`src/rtl/bsw_pkg.sv`:
```
package bsw_pkg;

  typedef enum logic [2:0] {
    ST_IDLE,
    ST_XFER,
    ST_MRG_RD,
    ST_MRG_WR,
    ST_DONE
  } bsw_state_e;

endpackage

```
`src/rtl/bsw_rst_sync.sv`:
```
module bsw_rst_sync #(
  parameter int STAGES = 2
) (
  input  logic clk,
  input  logic rst_n,
  output logic srst_n
);

  logic [STAGES-1:0] sync_q;

  always_ff @(posedge clk or negedge rst_n) begin
    if (!rst_n) begin
      sync_q <= '0;
    end else begin
      sync_q <= {sync_q[STAGES-2:0], 1'b1};
    end
  end

  assign srst_n = sync_q[STAGES-1];

endmodule

```
`src/rtl/bsw_lane_unit.sv`:
```
// Big-endian byte lanes: lane 0 is the most significant byte of the word.
module bsw_lane_unit #(
  parameter int DATA_W = 16,
  parameter int BYTE_W = 8,
  localparam int LANES = DATA_W / BYTE_W,
  localparam int SEL_W = (LANES > 1) ? $clog2(LANES) : 1
) (
  input  logic [DATA_W-1:0] word_i,
  input  logic [SEL_W-1:0]  sel_i,
  input  logic [BYTE_W-1:0] byte_i,
  output logic [BYTE_W-1:0] byte_o,
  output logic [DATA_W-1:0] merged_o
);

  logic [LANES-1:0][BYTE_W-1:0] lane_v;

  for (genvar l = 0; l < LANES; l++) begin : g_lane
    localparam int HI = DATA_W - 1 - l * BYTE_W;
    assign lane_v[l] = word_i[HI -: BYTE_W];
    assign merged_o[HI -: BYTE_W] = (sel_i == SEL_W'(l)) ? byte_i : lane_v[l];
  end

  assign byte_o = lane_v[sel_i];

endmodule

```
`src/rtl/bsw_ctrl.sv`:
```
module bsw_ctrl
  import bsw_pkg::*;
(
  input  logic clk,
  input  logic rst_n,
  input  logic cpu_req,
  input  logic cpu_we,
  input  logic cpu_byte,
  input  logic we_q,
  input  logic mem_rdy,
  output logic accept,
  output logic mem_req,
  output logic mem_we,
  output logic merge_load,
  output logic rdata_load,
  output logic done
);

  bsw_state_e state_q, state_d;

  always_comb begin
    state_d = state_q;
    unique case (state_q)
      ST_IDLE: begin
        if (cpu_req) begin
          state_d = (cpu_byte && cpu_we) ? ST_MRG_RD : ST_XFER;
        end
      end
      ST_XFER:   if (mem_rdy) state_d = ST_DONE;
      ST_MRG_RD: if (mem_rdy) state_d = ST_MRG_WR;
      ST_MRG_WR: if (mem_rdy) state_d = ST_DONE;
      ST_DONE:   state_d = ST_IDLE;
      default:   state_d = ST_IDLE;
    endcase
  end

  always_ff @(posedge clk or negedge rst_n) begin
    if (!rst_n) begin
      state_q <= ST_IDLE;
    end else begin
      state_q <= state_d;
    end
  end

  assign accept     = (state_q == ST_IDLE) && cpu_req;
  assign mem_req    = (state_q == ST_XFER) || (state_q == ST_MRG_RD) || (state_q == ST_MRG_WR);
  assign mem_we     = ((state_q == ST_XFER) && we_q) || (state_q == ST_MRG_WR);
  assign merge_load = (state_q == ST_MRG_RD) && mem_rdy;
  assign rdata_load = (state_q == ST_XFER) && !we_q && mem_rdy;
  assign done       = (state_q == ST_DONE);


  rdy_pulse_chk: assert property (@(posedge clk) disable iff (!rst_n)
    done |=> !done);


  rmw_order_chk: assert property (@(posedge clk) disable iff (!rst_n)
    (mem_req && !mem_we && mem_rdy && state_q == ST_MRG_RD) |=> (mem_req && mem_we));

endmodule

```
`src/rtl/bsw_adapter.sv`:
```
module bsw_adapter #(
  parameter int ADDR_W = 16,
  parameter int DATA_W = 16,
  parameter int BYTE_W = 8,
  localparam int LANES   = DATA_W / BYTE_W,
  localparam int SEL_W   = (LANES > 1) ? $clog2(LANES) : 1,
  localparam int WADDR_W = ADDR_W - SEL_W
) (
  input  logic              clk,
  input  logic              rst_n,
  input  logic              cpu_req,
  input  logic              cpu_we,
  input  logic              cpu_byte,
  input  logic [ADDR_W-1:0] cpu_addr,
  input  logic [DATA_W-1:0] cpu_wdata,
  output logic [DATA_W-1:0] cpu_rdata,
  output logic              cpu_rdy,
  output logic              mem_req,
  output logic              mem_we,
  output logic [WADDR_W-1:0] mem_addr,
  output logic [DATA_W-1:0] mem_wdata,
  input  logic [DATA_W-1:0] mem_rdata,
  input  logic              mem_rdy
);

  logic srst_n;
  logic accept, merge_load, rdata_load, done;

  logic [ADDR_W-1:0] addr_q, addr_d;
  logic              we_q, we_d;
  logic              byte_q, byte_d;
  logic [DATA_W-1:0] wbuf_q, wbuf_d;
  logic [DATA_W-1:0] rdata_q, rdata_d;

  logic [BYTE_W-1:0] lane_byte;
  logic [DATA_W-1:0] merged_word;

  bsw_rst_sync #(.STAGES(2)) u_rst_sync (
    .clk    (clk),
    .rst_n  (rst_n),
    .srst_n (srst_n)
  );

  bsw_ctrl u_ctrl (
    .clk        (clk),
    .rst_n      (srst_n),
    .cpu_req    (cpu_req),
    .cpu_we     (cpu_we),
    .cpu_byte   (cpu_byte),
    .we_q       (we_q),
    .mem_rdy    (mem_rdy),
    .accept     (accept),
    .mem_req    (mem_req),
    .mem_we     (mem_we),
    .merge_load (merge_load),
    .rdata_load (rdata_load),
    .done       (done)
  );

  bsw_lane_unit #(.DATA_W(DATA_W), .BYTE_W(BYTE_W)) u_lane (
    .word_i   (mem_rdata),
    .sel_i    (addr_q[SEL_W-1:0]),
    .byte_i   (wbuf_q[DATA_W-1 -: BYTE_W]),
    .byte_o   (lane_byte),
    .merged_o (merged_word)
  );

  always_comb begin
    addr_d  = addr_q;
    we_d    = we_q;
    byte_d  = byte_q;
    wbuf_d  = wbuf_q;
    rdata_d = rdata_q;
    if (accept) begin
      addr_d = cpu_addr;
      we_d   = cpu_we;
      byte_d = cpu_byte;
      wbuf_d = cpu_wdata;
    end
    if (merge_load) begin
      wbuf_d = merged_word;
    end
    if (rdata_load) begin
      rdata_d = byte_q ? {lane_byte, {(DATA_W-BYTE_W){1'b0}}} : mem_rdata;
    end
  end

  always_ff @(posedge clk or negedge srst_n) begin
    if (!srst_n) begin
      addr_q  <= '0;
      we_q    <= 1'b0;
      byte_q  <= 1'b0;
      wbuf_q  <= '0;
      rdata_q <= '0;
    end else begin
      addr_q  <= addr_d;
      we_q    <= we_d;
      byte_q  <= byte_d;
      wbuf_q  <= wbuf_d;
      rdata_q <= rdata_d;
    end
  end

  assign mem_addr  = addr_q[ADDR_W-1:SEL_W];
  assign mem_wdata = wbuf_q;
  assign cpu_rdata = rdata_q;
  assign cpu_rdy   = done;


  mem_hold_chk: assert property (@(posedge clk) disable iff (!srst_n)
    (mem_req && !mem_rdy) |=> (mem_req && $stable(mem_we) && $stable(mem_addr) && $stable(mem_wdata)));


  rdy_after_xfer_chk: assert property (@(posedge clk) disable iff (!srst_n)
    $rose(cpu_rdy) |-> ($past(mem_req) && $past(mem_rdy)));


  byte_rd_low_chk: assert property (@(posedge clk) disable iff (!srst_n)
    (rdata_load && byte_q) |=> (cpu_rdata[DATA_W-BYTE_W-1:0] == '0));

endmodule

```
`config.mk`:
```
export PLATFORM = sky130hd
export DESIGN_NAME = bsw_adapter
export DESIGN_NICKNAME = d
export VERILOG_FILES = /design/src/rtl/bsw_pkg.sv /design/src/rtl/bsw_rst_sync.sv /design/src/rtl/bsw_lane_unit.sv /design/src/rtl/bsw_ctrl.sv /design/src/rtl/bsw_adapter.sv
export SDC_FILE = /design/constraint.sdc
export NUM_CORES = 1
export LEC_CHECK = 0
export BUFFER_PORTS_ARGS = -buffer_cell sky130_fd_sc_hd__buf_2
export CORE_UTILIZATION = 50
export CTS_CLUSTER_SIZE = 40
export DETAILED_ROUTE_END_ITERATION = 12
export PLACE_DENSITY = 0.8
export SETUP_SLACK_MARGIN = 0.1
export SKIP_CTS_REPAIR_TIMING = 1
export SYNTH_ARGS = -nofsm -noshare
export SYNTH_HDL_FRONTEND = slang
export SYNTH_HIERARCHICAL = 1
export SYNTH_SLANG_ARGS = --single-unit
```
`constraint.sdc`:
```
create_clock -name clk -period 2.2 [get_ports clk]
set_clock_uncertainty 0.2 [all_clocks]
set_input_delay 0.55 -clock clk [delete_from_list [all_inputs] [get_ports clk]]
set_output_delay 0.55 -clock clk [all_outputs]
set_load 0.01 [all_outputs]
```
After elaboration in Yosys (flattened, before gate mapping)
Index checks and enable logic that the tools add are counted.
- $lt $le $gt $ge: 1
- eq/ne operators: 8
- mux-type cells: 12
- reductions and logical operators: 15
- operator list (cell ; number):
    $mux W16 ; 3
    $mux W8 ; 4
    $mux W3 ; 3
    $pmux W3 S3 ; 1
    $eq A3 B2 Y1 const B ; 2
    $logic_and A1 B1 Y1 ; 6
    $ne A2 B1 Y1 const B ; 2
    $ne A2 B2 Y1 const B ; 2
    $eq A3 B1 Y1 const B ; 1
    $eq A3 B3 Y1 const B ; 1
    $logic_not A3 Y1 ; 1
    $logic_or A1 B1 Y1 ; 3
    $reduce_and A3 Y1 ; 1
    $lt A1 B2 Y1 const B ; 1
    $mux W2 ; 1
    $reduce_and A2 Y1 ; 1
    $reduce_bool A2 Y1 ; 1
    $reduce_or A2 Y1 ; 1
    $logic_not A1 Y1 ; 1
- register bits: 55
- input bits: 54
- output and inout bits: 50
- logic and storage cells: 44

Logic depth before layout (Yosys ltp)
Gate-level depths: netlist of the first run.
- word-level depth: 4
- depth in mapped cells: 5
- gate-level depth less buffers: 4

By module
The synthesis of the first run kept the hierarchy.
- modules (own cells, without submodules) (module ; instances ; cells an instance ; area each (sq um) ; sequential area each (sq um)):
    bsw_adapter ; 1 ; 191 ; 2318.5 ; 1251.2
    bsw_lane_unit ; 1 ; 27 ; 396.6 ; 0.0
    bsw_ctrl ; 1 ; 21 ; 180.2 ; 75.1
    bsw_rst_sync ; 1 ; 3 ; 53.8 ; 50.0

Least setup slack after synthesis of the first run
Ideal clock, no wire load.
- path type: input-to-reg
- from: input port cpu_req
- to: register addr_q[0]
- setup time: 0.125 ns
- arrival time: 1.447 ns
- required time: 1.875 ns
- slack: 0.428 ns
- stages: 4
- buffers on the path: 2
- cell sequence: nor4b_1 buf_6 buf_12 mux2_4
- word-level cells in the longest chain between the ends: 1
- RTL lines (element ; RTL line ; text):
    start: declaration ; bsw_adapter.sv:11 ; input logic cpu_req,
    $logic_and A1 B1 Y1 ; bsw_ctrl.sv:45 ; assign accept = (state_q == ST_IDLE) && cpu_req;
    end signal: assignment ; bsw_adapter.sv:96 ; addr_q <= addr_d;
    end: declaration ; bsw_adapter.sv:29 ; logic [ADDR_W-1:0] addr_q, addr_d;
No other way between the ends.
A chain may end at the register's enable or synchronous reset.

Final worst setup path of the first run
- from: register u_ctrl.state_q[1]
- to: output port mem_we
- word-level cells in the longest chain between the ends: 3
- elaborated cells between the ends (all ways): 4
- classes of those cells: eq/ne (2); reduce/logical (2)
- RTL lines (element ; RTL line ; text):
    start: declaration ; bsw_ctrl.sv:19 ; bsw_state_e state_q, state_d;
    start signal: assignment ; bsw_ctrl.sv:41 ; state_q <= state_d;
    $eq A3 B1 Y1 ; bsw_ctrl.sv:47 ; assign mem_we = ((state_q == ST_XFER) && we_q) || (state_q == ST_MRG_WR);
    $logic_and A1 B1 Y1 ; bsw_ctrl.sv:47 ;
    $logic_or A1 B1 Y1 * ; bsw_ctrl.sv:47 ;
    end: declaration ; bsw_adapter.sv:19 ; output logic mem_we,
Mark *: on every way between the ends. The rest lies on a longest branch, timed or not.

==> results of run 1 <==
==> cells in the mapped netlist <==
| master | instances |
|---|---|
| conb_1 | 1 |
| dfrtp_1 | 55 |
| buf_6 | 4 |
| mux2_2 | 8 |
| and3b_2 | 1 |
| o22ai_1 | 1 |
| mux2_4 | 34 |
| nor4b_1 | 1 |
| nor3b_1 | 1 |
| and2_1 | 2 |
| and2b_1 | 1 |
| nor3_1 | 1 |
| buf_2 | 2 |
| nand3_1 | 1 |
| mux2i_1 | 24 |
| inv_1 | 9 |
| nand2_1 | 18 |
| a221oi_1 | 1 |
| nand3b_1 | 8 |
| a31oi_1 | 1 |
| clkbuf_1 | 4 |
| buf_12 | 5 |
| o21ai_0 | 8 |
| a21oi_1 | 9 |
| buf_4 | 15 |
| nor2_1 | 11 |
| o21ai_1 | 16 |
==> stage by stage <==
| stage | cells | hold WS (ns) |
|---|---|---|
| after floorplan | 242 | 0.0544 |
| after global placement | 393 | 0.0977 |
| after detailed placement | 393 | 0.117 |
| after CTS | 401 | -0.208 |
| after global routing | 402 | 0.163 |
| final | 402 | 0.0954 |
==> area by class of cell <==
cell class / instances / area [µm²] / area share, %
flip-flops and latches: 55 / 1380 / 39.3
multi-input cells: 148 / 1270 / 36.2
repair buffers: 110 / 596 / 17.0
clock buffers: 5 / 68.8 / 1.97
clock inverters: 3 / 67.6 / 1.93
well taps: 72 / 90.1 / 2.57
inverters: 9 / 33.8 / 0.965
==> power breakdown <==
part           internal (mW)  switching, mW  total (mW)
clock                  0.454          0.350       0.804
combinational           1.29           1.03        2.32
sequential              1.48          0.391        1.87
==> worst max-delay path, cell delays in order, from the launching register on <==
cell and delay, ns:
dfrtp_1 0.47, nor2_1 0.10, nor3b_1 0.17, buf_2 0.16
==> kinds of logic (layout without fill, tap and decap cells) <==
| family | Yosys count | count (layout) |
|---|---|---|
| other cells | 1 | 1 |
| simple gates | 45 | 45 |
| flops | 55 | 55 |
| compound gates | 36 | 36 |
| mux | 66 | 66 |
| buf+inv | 39 | 127 |
==> registers in the layout (all words and copies together), names as in the netlist <==
signal,cells
u_ctrl/state_q,3
u_rst_sync/sync_q,2
mem_wdata,16
we_q,1
byte_q,1
cpu_rdata,16
addr_q,16
==> placed cells by master (no fill, tap or decap), types with 2 or more instances in the layout <==
master and count:
buf_4 4, nand3b_1 8, o21ai_1 16, a21oi_1 9, buf_12 2, o21ai_0 8, inv_1 9, nand2_1 18
nor2_1 11, mux2i_1 24, buf_2 103, mux2_2 8, clkbuf_8 5, dfrtp_1 54, bufinv_16 2, and2_1 2
mux2_4 34
==> worst max path at each step <==
stage,start,endpoint,slack [ns],cells after the start
final,u_ctrl/state_q[1],mem_we,0.23,3
after floorplan,u_rst_sync/sync_q[1],addr_q[0],0.36,0
after global placement,cpu_req,addr_q[14],0.29,4
after detailed placement,cpu_req,byte_q,0.24,4
after CTS,u_ctrl/state_q[1],mem_we,0.20,3
after global routing,u_ctrl/state_q[1],mem_we,0.13,3
==> routing by layer <==
| metal | part of all wire (%) | vias up | global-route usage [%] |
|---|---|---|---|
| li1 | - | 987 | - |
| met1 | 46 | 980 | 27.7 |
| met2 | 47 | 72 | 33.8 |
| met3 | 5.2 | 8 | 4.94 |
| met4 | 1.5 | 0 | 8.52 |
| met5 | 0 | - | 0 |
==> results.yml, run 1 <==
status:
  run_status: "completed"
finish:
  fill_cells: 472
  postLayoutCellArea_um2: 3500
  fin_util_pct: 62.4
  drive_gt1_share_pct: 49.4
  nets: 383
  syn2layout_area_growth_pct: 18.7
  antenna_cells: 0
route:
  routed-via-count: 2047
  drt_pass1_iterations: 4
  routed_wl_um: 6190
  via_per_inst: 5.09
  wire_per_inst_um: 15.4
  ant_nets: 0
  first_iter_violations: 108
  drc: 0
clock_tree:
  cts_buffers: 5
  cts-root-buf: "clkbuf_8"
  clock_latency_ns: 0.32
  clock_path_buffers: 2
  cts_tree: "built"
  cts_max_level: 2
  cts_sinks: 55
  clk_pin_slew_ns: 0.10
global_route:
  grt_pass1_wl_um: 10100
  grt_usage_pct: 21.2
  overflow: 0
  grt_max_degree: 35
  antenna_found_initial: 0
  grt_pass1_vias: 2131
die:
  num_rows: 27
  die_w_um: 78.8
  start_util_pct: 52.6
  die_y_um: 78.8
  core_area_um2: 5610
  dieArea_um2: 6210
  ios: 104
timing:
  layout_min_cycle_time_ns: 1.97
  fmax_mhz: 508
  finalSetupTns_ns: 0
  finalMaxSlewViolations: 0
  slew_headroom_pct: 55.8
  setup_viol: 0
  min_period_over_period_pct: 89.5
  final_hold_viol_count: 0
  rsz0062_at_grt: "false"
  tightest_slew_ns: 0.662
  timing.final.ws_setup_ns: 0.231
synthesis:
  synth_top_cell_by_area: "dfrtp_1"
  synth_area_per_cell_um2: 12.2
  synth-simple-area-share_pct: 7.64
  synth.net_count: 296
  netlist_instances: 242
  synth-adder-area-share_pct: 0
  synthMuxAreaShare_pct: 28.5
  synth-xor-area-share_pct: 0
  synth.top_cell.area_share_pct: 46.7
  netlist_top_cells_area: "dfrtp_1, mux2_4, mux2i_1, buf_4, buf_12"
  ys_warn_count: 6
  synth.distinct_cells: 27
  syn_area_um2: 2950
  synth_top_family_by_area: "multiplexers"
  synth_compound_area_share_pct: 6.32
  ys_seq_area_share_pct: 46.7
  synth_seq_cells: 55
placed_design:
  hpwl_um: 4430
  port_buffers: 103
  place_ws_ns: 0.235
  placed_area_um2: 3350
  gp_congestion: 0.817
flow_run:
  maxCapViolCount: 0
setup_path:
  r2r-start: "u_ctrl/state_q[2]"
  reg2reg_depth: 3
  end_kind: "output pin"
  rrSetupSlack_ns: 0.33
  required_ns: 1.45
  regToRegEndpoint: "addr_q[14]"
  critPathMaxFanout: 7
  worst-setup-path-type: "flip-flop to output pin"
  start_kind: "flip-flop"
  crit_arrival_ns: 1.22
power:
  p_per_area_nw_per_um2: 1430
  vdd_drop_max_mv: 0.605
  p_total_mw: 5.00
  leakage_nw: 1.73
min_path:
  hold_class: "flip-flop to async pin"
No activity file was read; power rests on OpenSTA's default activity.
==> run 2, diff against run 1 <==
- REMOVE_ABC_BUFFERS: default -> 1
==> run 2 against run 1 <==
Net effect: total power is 5.1% lower; flip-flop and latch count is the same; clock power is 30% lower; die area stayed put; first-iteration DRC count fell by 14%; design area is 1.0% lower; highest routed layer unchanged; wire length is 7.1% lower; final cell count is 0.25% lower; worst hold slack worse by 0.034 ns; combinational power about the same.
==> results.yml, run 2 (synthesis results as in run 1) <==
setup_path:
  cp_top_family: "flip-flops"
  worst-setup-path-type: "flip-flop to output pin"
  path_cells: "nor2_1 -> nor3b_1 -> buf_2"
  crit_path_top_delay_cell: "dfrtp_1"
  required_ns: 1.45
  end_kind: "output pin"
  crit_arrival_ns: 1.22
  critical_path_buf_inv_count: 1
  critPathMaxFanout: 7
  max_stage_delay_ns: 0.49
  start_kind: "flip-flop"
die:
  start_util_pct: 52.6
  num_rows: 27
  core_area_um2: 5610
  die_y_um: 78.8
  ios: 104
  die_w_um: 78.8
  dieArea_um2: 6210
finish:
  final_cell_mix: "buf_2, dfrtp_1, mux2_4"
  fin_util_pct: 61.8
  syn2layout_area_growth_pct: 17.5
  final_common_cell: "buf_2"
  antenna_cells: 0
  drive_gt1_share_pct: 49.2
  nets: 383
  postLayoutCellArea_um2: 3460
power:
  p_per_area_nw_per_um2: 1370
  vdd_drop_max_mv: 0.621
  leakage_nw: 1.72
timing:
  layout_min_cycle_time_ns: 1.97
  tightest_slew_ns: 0.728
  finalMaxSlewViolations: 0
  setup_viol: 0
  final_hold_viol_count: 0
  rsz0062_at_grt: "false"
  min_period_over_period_pct: 89.7
  slew_headroom_pct: 51.5
  fmax_mhz: 507
route:
  via_per_inst: 5.02
  drt-met1-wl_um: 2510
  drc: 0
  routed_wl_um: 5750
  wire_per_inst_um: 14.3
  wl_met3_um: 460
  ant_nets: 0
  routed-via-count: 2015
  topRoutingLayerUsed: "met4"
  first_iter_violations: 93
  drt_pass1_iterations: 4
  wl_met2_um: 2740
placed_design:
  gp_congestion: 0.718
  placed_area_um2: 3370
  port_buffers: 103
  hpwl_um: 4100
min_path:
  hold_class: "flip-flop to async pin"
clock_tree:
  cts_buffers: 5
  cts-root-buf: "clkbuf_8"
  cts_max_level: 2
  clock_path_buffers: 2
  cts_sinks: 55
  clk_pin_slew_ns: 0.10
  clock_latency_ns: 0.30
  cts_tree: "built"
global_route:
  antenna_found_initial: 0
  grt_pass1_wl_um: 9360
  overflow: 0
  grt_usage_pct: 19.5
  grt_pass1_vias: 1939
  grt_max_degree: 35
flow_run:
  maxCapViolCount: 0
status:
  run_status: "completed"
==> run 2: cell types whose count changed in the layout (fill, tap and decap cells not counted) <==
cell,delta
buf_12,+1
buf_4,-1
bufinv_16,-2
clkbuf_8,+1
clkinv_2,+1
clkinvlp_4,-1
==> run 2: layout make-up <==
type,instances,area [µm²]
Tap cell,72,90.1
Clock inverter,1,5.00
Clock buffer,6,82.6
Sequential cell,55,1380
Fill cell,477,2140
Timing Repair Buffer,110,608
Inverter,9,33.8
Multi-Input combinational cell,148,1270
==> run 2: worst register-to-register path, stage by stage, from the launching register on <==
cell and delay [ns]:
dfrtp_1 0.48, nor4b_2 0.41, buf_12 0.28, mux2_2 0.41
==> run 2: path summary, 6_finish.rpt <==
| check | start | endpoint | slack [ns] | depth (start not counted) |
|---|---|---|---|---|
| max | u_ctrl/state_q[1] | mem_we | 0.23 | 3 |
| min | u_rst_sync/sync_q[1] | mem_wdata[15] | 0.06 | 0 |
| max reg2reg | u_ctrl/state_q[2] | addr_q[14] | 0.31 | 3 |
| min reg2reg | u_rst_sync/sync_q[1] | mem_wdata[15] | 0.06 | 0 |
| max in group asynchronous | u_rst_sync/sync_q[1] | cpu_rdata[5] | 1.18 | 1 |
| min in group clk | u_rst_sync/sync_q[0] | u_rst_sync/sync_q[1] | 0.15 | 0 |
==> run 2: power by group <==
part / switching, mW / internal, mW / total, mW
sequential: 0.407 / 1.48 / 1.89
combinational: 0.997 / 1.30 / 2.29
clock: 0.313 / 0.248 / 0.561
total: 1.72 / 3.03 / 4.74
==> run 2: metrics by stage <==
step	TNS (ns)	power [mW]	instances	hold slack, ns	worst slack, ns
final	0	4.74	401	0.0609	0.226
after global routing	0	5.09	401	0.112	0.124
after CTS	0	4.79	400	-0.188	0.220
after detailed placement	0	4.22	393	0.0883	0.242
after global placement	0	4.13	393	0.0841	0.278
after floorplan	-147.11	3.47	212	0.0544	-4.41
==> run 2: layer usage <==
metal / global-route usage [%] / vias to the layer above
met4: 5.00 / 0
met1: 24.8 / 956
li1: - / 984
met5: 0 / -
met2: 31.7 / 70
met3: 6.44 / 5
==> run 3, diff against run 2 <==
- GPL_TIMING_DRIVEN: default -> 0
==> run 3 against run 2 <==
Net effect: non-clock buffer count rose by 2; setup slack got worse by 0.098 ns; clock-buffer cell count fell by 1; first-iteration DRC count fell by 46%; utilization rose by 0.31 points; clock power fell by 7.0%; die area did not move; combinational power fell by 3%; design area rose by 0.51%; flip-flop and latch count did not move; register-to-register slack got worse by 0.18 ns; critical path depth rose by 2; critical path type is now flip-flop to flip-flop; largest cell class unchanged; highest routed layer unchanged.
==> results.yml, run 3 (synthesis results as in run 1) <==
route:
  ant_nets: 0
  routed-via-count: 2024
  drt_pass1_iterations: 4
  via_per_inst: 5.01
  wire_per_inst_um: 13.6
  first_iter_violations: 50
  drc: 0
  routed_wl_um: 5480
power:
  p_per_area_nw_per_um2: 1350
  leakage_nw: 1.72
  p_total_mw: 4.71
  vdd_drop_max_mv: 0.654
status:
  run_status: "completed"
setup_path:
  critPathMaxFanout: 8
  worstSetupStartpoint: "u_ctrl/state_q[1]"
  required_ns: 2.19
  end_kind: "flip-flop"
  worst-setup-path-type: "flip-flop to flip-flop"
  crit_arrival_ns: 2.06
  r2r-start: "u_ctrl/state_q[1]"
  start_kind: "flip-flop"
finish:
  final_common_cell: "buf_2"
  nets: 385
  fill_cells: 486
  final_cell_mix: "buf_2, dfrtp_1, mux2_4"
  syn2layout_area_growth_pct: 18.1
  fin_cells: 404
  regArea_um2: 1380
  antenna_cells: 0
  drive_gt1_share_pct: 50.9
  multi_input_area_um2: 1280
global_route:
  grt_pass1_vias: 1962
  grt_usage_pct: 18.0
  overflow: 0
  grt_max_degree: 33
  grt_pass1_wl_um: 8760
  antenna_found_initial: 0
clock_tree:
  cts-root-buf: "clkbuf_8"
  clock_latency_ns: 0.30
  cts_sinks: 55
  clock_path_buffers: 2
  cts_buffers: 5
  cts_max_level: 2
  cts_tree: "built"
  clk_pin_slew_ns: 0.09
timing:
  setup_viol: 0
  finalMaxSlewViolations: 0
  finalSetupTns_ns: 0
  layout_min_cycle_time_ns: 2.07
  rsz0062_at_grt: "false"
  tightest_slew_ns: 0.728
  slew_headroom_pct: 51.5
  fmax_mhz: 483
  final_hold_viol_count: 0
  min_period_over_period_pct: 94.2
placed_design:
  post-place-cells: 394
  port_buffers: 103
  gp_congestion: 0.748
  hpwl_um: 4070
min_path:
  hold_class: "flip-flop to async pin"
die:
  ios: 104
  die_w_um: 78.8
  num_rows: 27
  dieArea_um2: 6210
  core_area_um2: 5610
  start_util_pct: 52.6
  die_y_um: 78.8
flow_run:
  maxCapViolCount: 0
-- run 3: changes by cell type in the layout (fill, tap and decap cells not counted), sizes merged --
cell    previous run  this run
buf              109       111
clkbuf             6         5
clkinv             1         3
-- run 3: final cells by class --
| type | count | area share [%] |
|---|---|---|
| clock inverter | 3 | 0.431 |
| timing repair buffer | 112 | 17.5 |
| clock buffer | 5 | 1.98 |
| sequential | 55 | 39.7 |
| tap | 72 | 2.59 |
| multi-input combinational | 148 | 36.9 |
| inverter | 9 | 0.970 |
-- run 3: path summary, 6_finish.rpt --
check                                            end  slack [ns]  depth (start not counted)
worst max-delay path                      addr_q[12]        0.13                          5
worst min register to register          mem_wdata[6]        0.08                          0
min in group clk                u_rst_sync/sync_q[1]        0.16                          0
worst max register to register            addr_q[12]        0.13                          5
worst min-delay path                    mem_wdata[6]        0.08                          0
max in group asynchronous                  addr_q[0]        1.16                          1
-- run 3: routing by layer --
layer | wire (µm) | vias to the layer above | track usage [%]
met3 | 354 | 2 | 4.48
li1 | - | 995 | -
met5 | 0 | - | 0
met1 | 2450 | 956 | 22.0
met2 | 2650 | 71 | 31.8
met4 | 23 | 0 | 4.44
-- run 3: critical path, stage by stage, from the launching register on --
cell,delay (ns)
dfrtp_2,0.47
nor4b_4,0.35
buf_6,0.19
buf_4,0.19
buf_4,0.21
mux2_2,0.35
-- run 3: through the flow --
stage | hold slack (ns) | worst slack (ns) | util, % | area (µm²)
finish | 0.0804 | 0.128 | 62.1 | 3480
CTS | -0.200 | -0.162 | 61.4 | 3440
global placement | 0.135 | -6.09 | 58.3 | 3270
detailed placement | 0.101 | -0.243 | 59.9 | 3360
floorplan | 0.0544 | -4.41 | - | 2670
global route | 0.132 | 0.0638 | 62.1 | 3480
-- run 3: report_power, final --
part | switching (mW) | internal, mW
Combinational | 0.915 | 1.30
Clock | 0.304 | 0.219
Sequential | 0.491 | 1.49
